**src/rtl/iso_link_pkg.sv**
```systemverilog
// Package: shared line-state and link-code definitions for the edge-pulse link.
// Assumes a two-slot parallel pulse code in which 00 means "no pulse".
package iso_link_pkg;

    typedef enum logic [1:0] {
        SYM_SE0 = 2'b00,
        SYM_J   = 2'b01,
        SYM_K   = 2'b10,
        SYM_BAD = 2'b11
    } line_sym_e;

    localparam logic [1:0] CODE_NONE = 2'b00;
    localparam logic [1:0] CODE_J    = 2'b01;
    localparam logic [1:0] CODE_K    = 2'b10;
    localparam logic [1:0] CODE_SE0  = 2'b11;

    // Map a legal line state to its pulse code.
    function automatic logic [1:0] sym_to_code(input logic [1:0] s);
        case (s)
            SYM_J:   sym_to_code = CODE_J;
            SYM_K:   sym_to_code = CODE_K;
            SYM_SE0: sym_to_code = CODE_SE0;
            default: sym_to_code = CODE_NONE;
        endcase
    endfunction

    // Map a nonzero pulse code back to its line state.
    function automatic logic [1:0] code_to_sym(input logic [1:0] c);
        case (c)
            CODE_J:  code_to_sym = SYM_J;
            CODE_K:  code_to_sym = SYM_K;
            default: code_to_sym = SYM_SE0;
        endcase
    endfunction

endpackage

```
**src/rtl/iso_bit_timer.sv**
```systemverilog
// Module: counts bit ticks since the last clear and flags the LIMIT-th one.
// Assumes: clear has priority over the tick; the count restarts on clear or on expiry.
module iso_bit_timer #(
    parameter int LIMIT = 12
) (
    input  logic clk,
    input  logic rst_n,
    input  logic clear,
    input  logic tick,
    output logic expire
);
    localparam int CW = $clog2(LIMIT + 1);
    localparam logic [CW-1:0] LAST = CW'(LIMIT - 1);

    logic [CW-1:0] cnt_q;

    // Expiry: the tick that would complete LIMIT quiet ticks.
    assign expire = tick && !clear && (cnt_q == LAST);

    // Tick counter with restart on clear or expiry.
    always_ff @(posedge clk) begin
        if (!rst_n) begin
            cnt_q <= '0;
        end else if (clear || expire) begin
            cnt_q <= '0;
        end else if (tick) begin
            cnt_q <= cnt_q + 1'b1;
        end
    end
endmodule

```
**src/rtl/iso_edge_tx.sv**
```systemverilog
// Module: transmit half. Emits one pulse per legal state change and a refresh
// pulse after REFRESH_BITS quiet bit ticks.
// Assumes: an illegal input (11) is held off as "no change".
module iso_edge_tx
    import iso_link_pkg::*;
#(
    parameter int REFRESH_BITS = 12
) (
    input  logic       clk,
    input  logic       rst_n,
    input  logic       bit_tick,
    input  logic [1:0] sym_in,
    output logic [1:0] pulse_out
);
    line_sym_e  last_q;
    logic [1:0] pulse_q;
    logic       change;
    logic       refresh_due;

    // Change detect: legal input differing from the last state sent.
    assign change = (sym_in != SYM_BAD) && (sym_in != last_q);

    iso_bit_timer #(.LIMIT(REFRESH_BITS)) refresh_tmr_i (
        .clk    (clk),
        .rst_n  (rst_n),
        .clear  (change),
        .tick   (bit_tick),
        .expire (refresh_due)
    );

    // Pulse register: change wins over refresh, otherwise idle.
    always_ff @(posedge clk) begin
        if (!rst_n) begin
            last_q  <= SYM_J;
            pulse_q <= CODE_NONE;
        end else if (change) begin
            last_q  <= line_sym_e'(sym_in);
            pulse_q <= sym_to_code(sym_in);
        end else if (refresh_due) begin
            pulse_q <= sym_to_code(last_q);
        end else begin
            pulse_q <= CODE_NONE;
        end
    end

    assign pulse_out = pulse_q;
endmodule

```
**src/rtl/iso_edge_rx.sv**
```systemverilog
// Module: receive half bistable. Holds the state named by the last pulse.
// Assumes: every nonzero code is a legal pulse.
module iso_edge_rx
    import iso_link_pkg::*;
(
    input  logic       clk,
    input  logic       rst_n,
    input  logic [1:0] pulse_in,
    output logic [1:0] held_sym,
    output logic       pulse_seen
);
    logic [1:0] held_q;

    assign pulse_seen = (pulse_in != CODE_NONE);

    // Bistable hold: update only when a pulse arrives.
    always_ff @(posedge clk) begin
        if (!rst_n) begin
            held_q <= SYM_SE0;
        end else if (pulse_seen) begin
            held_q <= code_to_sym(pulse_in);
        end
    end

    assign held_sym = held_q;
endmodule

```
**src/rtl/iso_link_watchdog.sv**
```systemverilog
// Module: loss-of-link watchdog with a consecutive-pulse revalidation streak.
// Assumes: a pulse in the expiring cycle counts as activity and wins.
module iso_link_watchdog #(
    parameter int WDOG_BITS      = 36,
    parameter int REVALID_PULSES = 2
) (
    input  logic clk,
    input  logic rst_n,
    input  logic bit_tick,
    input  logic pulse_seen,
    output logic link_ok
);
    localparam int SW = $clog2(REVALID_PULSES + 1);
    localparam logic [SW-1:0] STREAK_LAST = SW'(REVALID_PULSES - 1);

    logic          ok_q;
    logic [SW-1:0] streak_q;
    logic          dead;

    iso_bit_timer #(.LIMIT(WDOG_BITS)) wdog_tmr_i (
        .clk    (clk),
        .rst_n  (rst_n),
        .clear  (pulse_seen),
        .tick   (bit_tick),
        .expire (dead)
    );

    // Link state: revalidate on a pulse streak, drop on expiry.
    always_ff @(posedge clk) begin
        if (!rst_n) begin
            ok_q     <= 1'b0;
            streak_q <= '0;
        end else if (pulse_seen) begin
            if (!ok_q) begin
                if (streak_q == STREAK_LAST) begin
                    ok_q     <= 1'b1;
                    streak_q <= '0;
                end else begin
                    streak_q <= streak_q + 1'b1;
                end
            end
        end else if (dead) begin
            ok_q     <= 1'b0;
            streak_q <= '0;
        end
    end

    assign link_ok = ok_q;
endmodule

```
**src/rtl/iso_refresh_link.sv**
```systemverilog
// Module: top of the edge-pulse link, transmit and receive halves side by side.
// Assumes: bit_tick is a single-cycle strobe shared by both halves.
module iso_refresh_link
    import iso_link_pkg::*;
#(
    parameter int REFRESH_BITS   = 12,
    parameter int WDOG_BITS      = 36,
    parameter int REVALID_PULSES = 2
) (
    input  logic       clk,
    input  logic       rst_n,
    input  logic       bit_tick,
    input  logic [1:0] tx_sym,
    output logic [1:0] tx_pulse,
    input  logic [1:0] rx_pulse,
    output logic [1:0] rx_sym,
    output logic       rx_link_ok
);
    logic [1:0] held_sym;
    logic       pulse_seen;

    iso_edge_tx #(.REFRESH_BITS(REFRESH_BITS)) tx_i (
        .clk       (clk),
        .rst_n     (rst_n),
        .bit_tick  (bit_tick),
        .sym_in    (tx_sym),
        .pulse_out (tx_pulse)
    );

    iso_edge_rx rx_i (
        .clk        (clk),
        .rst_n      (rst_n),
        .pulse_in   (rx_pulse),
        .held_sym   (held_sym),
        .pulse_seen (pulse_seen)
    );

    iso_link_watchdog #(
        .WDOG_BITS      (WDOG_BITS),
        .REVALID_PULSES (REVALID_PULSES)
    ) wdog_i (
        .clk        (clk),
        .rst_n      (rst_n),
        .bit_tick   (bit_tick),
        .pulse_seen (pulse_seen),
        .link_ok    (rx_link_ok)
    );

    // Output default: present SE0 while the link is judged dead.
    assign rx_sym = rx_link_ok ? held_sym : SYM_SE0;
endmodule

```
**config.mk**
```make
export PLATFORM = sky130hd
export DESIGN_NAME = iso_refresh_link
export DESIGN_NICKNAME = d
export VERILOG_FILES = /design/src/rtl/iso_link_pkg.sv /design/src/rtl/iso_bit_timer.sv /design/src/rtl/iso_edge_tx.sv /design/src/rtl/iso_edge_rx.sv /design/src/rtl/iso_link_watchdog.sv /design/src/rtl/iso_refresh_link.sv
export SDC_FILE = /design/constraint.sdc
export NUM_CORES = 1
export LEC_CHECK = 0
export ABC_AREA = 1
export ABC_CLOCK_PERIOD_IN_PS = 1600
export BUFFER_PORTS_ARGS = -buffer_cell sky130_fd_sc_hd__buf_4
export CAP_MARGIN = 20
export CORE_UTILIZATION = 30
export CTS_CLUSTER_SIZE = 25
export DETAILED_ROUTE_END_ITERATION = 10
export GPL_ROUTABILITY_DRIVEN = 0
export HOLD_SLACK_MARGIN = 0.05
export SLEW_MARGIN = 20
export SYNTH_ARGS = -nofsm -noshare
export SYNTH_HDL_FRONTEND = slang
export SYNTH_SLANG_ARGS = --single-unit
```
**constraint.sdc**
```tcl
create_clock -name clk -period 1.6 [get_ports clk]
set_clock_uncertainty 0.2 [all_clocks]
set_input_delay 0.32 -clock clk [delete_from_list [all_inputs] [get_ports clk]]
set_output_delay 0.32 -clock clk [all_outputs]
set_load 0.005 [all_outputs]
```
==> impl_metrics.yaml <==
grt:
  grt_max_degree: 12
  track_usage_pct: 10.6
  overflow: 0
  grt_pass1_vias: 670
  antenna_found_initial: 0
  grt_pass1_wl_mm: 2.60
power:
  p_comb_share_pct: 12.0
  powerDensity_nw_per_um2: 804
  swShare_pct: 25.7
  leakagePower_nw: 0.489
  p_int_uw: 633
  power.clock.fraction_pct: 29.0
  ir_drop_mv: 0.431
  seq_power_share_pct: 59.0
  p_switching_uw: 219
worst_setup_path:
  reg2reg_slack_ns: 0.23
  cp-startpoint: "rx_pulse[1]"
  critPathRequiredTime_ns: 1.61
  start_kind: "primary input"
  reg2reg_to: "wdog_i.streak_q[0]$_SDFFE_PN0P_"
  r2r_cells: 8
  path_class: "in2reg"
  crit_end: "wdog_i.streak_q[0]$_SDFFE_PN0P_"
  reg2reg_from: "wdog_i.wdog_tmr_i.cnt_q[0]$_SDFFE_PP0P_"
  path_max_fanout: 4
  cp-end-kind: "register"
  arrival_ns: 1.52
synthesis:
  synthArstFlopShare_pct: 0
  synthCells: 115
  synth_common_cells: "nand2_1, dfxtp_1, nor2_1"
  synth-edff-count: 0
  synth_area_leaders: "dfxtp_1, nand2_1, nor2_1"
  yosysUniqueCellTypes: 25
  yosysTopAreaCell: "dfxtp_1"
  synthesis.area_um2: 898
  yosys_warnings: 0
  yosysTopAreaCellShare_pct: 42.3
  ys_seq_area_share_pct: 42.3
  syn_area_per_cell_um2: 7.81
  synth_most_common_cell: "nand2_1"
  ys_ff_latch: 19
  synthFlopType: "dfxtp_1"
  synth_nets: 124
cells_and_area:
  n_antenna_cell: 0
  fill_cells: 303
  syn2layout_area_growth_pct: 18.1
  drive_gt1_share_pct: 21.4
  nNetsFinal: 141
  final_area_um2: 1060
clocking:
  numCtsBuffers: 3
  path_clk_slew_ns: 0.11
  clockBufferDepth: 2
  cts_tree: "built"
  cts.htree.levels: 1
  clock_sinks: 19
  root_buffer: "clkbuf_4"
  clock_latency_ns: 0.30
detailed_routing:
  wirelength_mm: 1.51
  routed-via-count: 726
  drc: 0
  wl_per_cell_um: 9.30
  drtIter0Drc: 5
  vias_per_cell: 4.48
  dr.pass1.iters: 3
  antenna_left: 0
job:
  cap_violations: 0
floorplan:
  start_util_pct: 32.0
  die_w_um: 56.7
  fp.dieH_um: 56.7
  core_um2: 2810
  ioPinCount: 12
  design.die.area_um2: 3220
  placementRows: 19
timing:
  final.period_utilization_pct: 94.6
  min_period_ns: 1.51
  setup_viol: 0
  rsz0062_at_grt: "false"
  setup_tns_ns: 0
  slew_headroom_pct: 87.6
  hold_viol: 0
  max_freq_mhz: 661
  fin_ws_ns: 0.0866
  final_max_slew_viol_count: 0
  tightest_slew_ns: 0.186
worst_hold_path:
  min_path_type: "in2reg"
  min_path_cells: 2
placement:
  hpwl_mm: 1.10
  post-place-ws_ns: 0.235
  place_area_um2: 995
  numPortBuffers: 11
status:
  outcome: "complete, no violations"
how the worst min path moves through the flow:
stage | start | to
final | rst_n | tx_i.last_q[0]$_SDFFE_PN1P_
after global routing | rst_n | tx_i.last_q[0]$_SDFFE_PN1P_
after CTS | rst_n | tx_i.last_q[0]$_SDFFE_PN1P_
after detailed placement | wdog_i.streak_q[1]$_SDFFE_PN0P_ | wdog_i.streak_q[1]$_SDFFE_PN0P_
after global placement | wdog_i.streak_q[1]$_SDFFE_PN0P_ | wdog_i.streak_q[1]$_SDFFE_PN0P_
after floorplan | rx_pulse[1] | rx_i.held_sym[0]$_SDFFE_PN0P_
repair_timing:
item,4_1_cts,5_1_grt
endpoints found under the setup margin,0,6
setup buffers,0,0
endpoints found under the hold margin,3,0
hold buffers,3,0
gates resized for setup,0,6
worst max-delay path, cell delays in order:
cell and delay [ns]:
dlygate4sd3_1 0.55, buf_4 0.15, inv_2 0.06, nand2_4 0.06
nor2_2 0.08, nand2_2 0.07, nand2_1 0.08, nand2_1 0.05
nand2_1 0.07, nor2_1 0.04
logic make-up after synthesis:
logic type,share of synthesized area (%)
flip-flops,42.3
multiplexers,2.23
adder cells (fa/ha/maj),2.79
XOR/XNOR,4.87
buffers and inverters,10.3
AO/OA/AOI/OAI,5.01
AND/OR/NAND/NOR,32.5
through the flow:
step	std cells	hold WS [ns]	util (%)	total power [mW]
floorplan	115	0.199	-	0.577
global placement	155	0.227	35.5	0.605
detailed placement	155	0.237	35.5	0.608
CTS	162	0.0630	37.5	0.861
global route	162	0.0591	37.8	0.897
finish	162	0.0753	37.8	0.853
registers in the layout, indices dropped and copies added, names as in the netlist:
name	cells
wdog_i.wdog_tmr_i.cnt_q	6
tx_i.refresh_tmr_i.cnt_q	4
rx_i.held_sym	2
tx_i.last_q	2
tx_i.pulse_out	2
wdog_i.streak_q	2
wdog_i.link_ok	1
per-layer routing:
| layer | vias to the layer above | GRT usage, % | share of wire, % |
|---|---|---|---|
| li1 | 390 | - | - |
| met1 | 326 | 10.7 | 45 |
| met2 | 6 | 19.0 | 51 |
| met3 | 4 | 3.00 | 2.1 |
| met4 | 0 | 6.43 | 1.7 |
| met5 | - | 0 | 0 |
power by group through the flow:
stage / logic [mW] / registers (mW) / clock network, mW
6_report: 0.102 / 0.503 / 0.248
5_1_grt: 0.117 / 0.506 / 0.275
4_1_cts: 0.0998 / 0.503 / 0.258
3_5_place_dp: 0.0937 / 0.514 / 0
3_3_place_gp: 0.0913 / 0.513 / 0
2_1_floorplan: 0.0648 / 0.512 / 0
layout by cell type, fill, tap and decap left out, types with 2 or more instances in the layout:
cell	n
nand4_1	5
a21oi_1	5
nor3_2	2
inv_2	3
nor2_1	19
buf_4	10
dfxtp_1	19
nand3_1	3
clkbuf_4	3
nand2_1	20
xor2_1	4
nor3_1	2
mux2i_1	2
inv_1	14
nor2_2	2
nand2_4	2
ha_1	2
dlygate4sd3_1	2
area by class of cell:
class | count | area [µm²] | share of cell area (%)
Multi-Input combinational cell | 76 | 425 | 40.1
Sequential cell | 19 | 380 | 35.8
Timing Repair Buffer | 14 | 119 | 11.2
Inverter | 18 | 70.1 | 6.60
Tap cell | 31 | 38.8 | 3.66
Clock buffer | 3 | 22.5 | 2.12
Clock inverter | 1 | 5.00 | 0.472
Power figures use the tool's default switching activity.
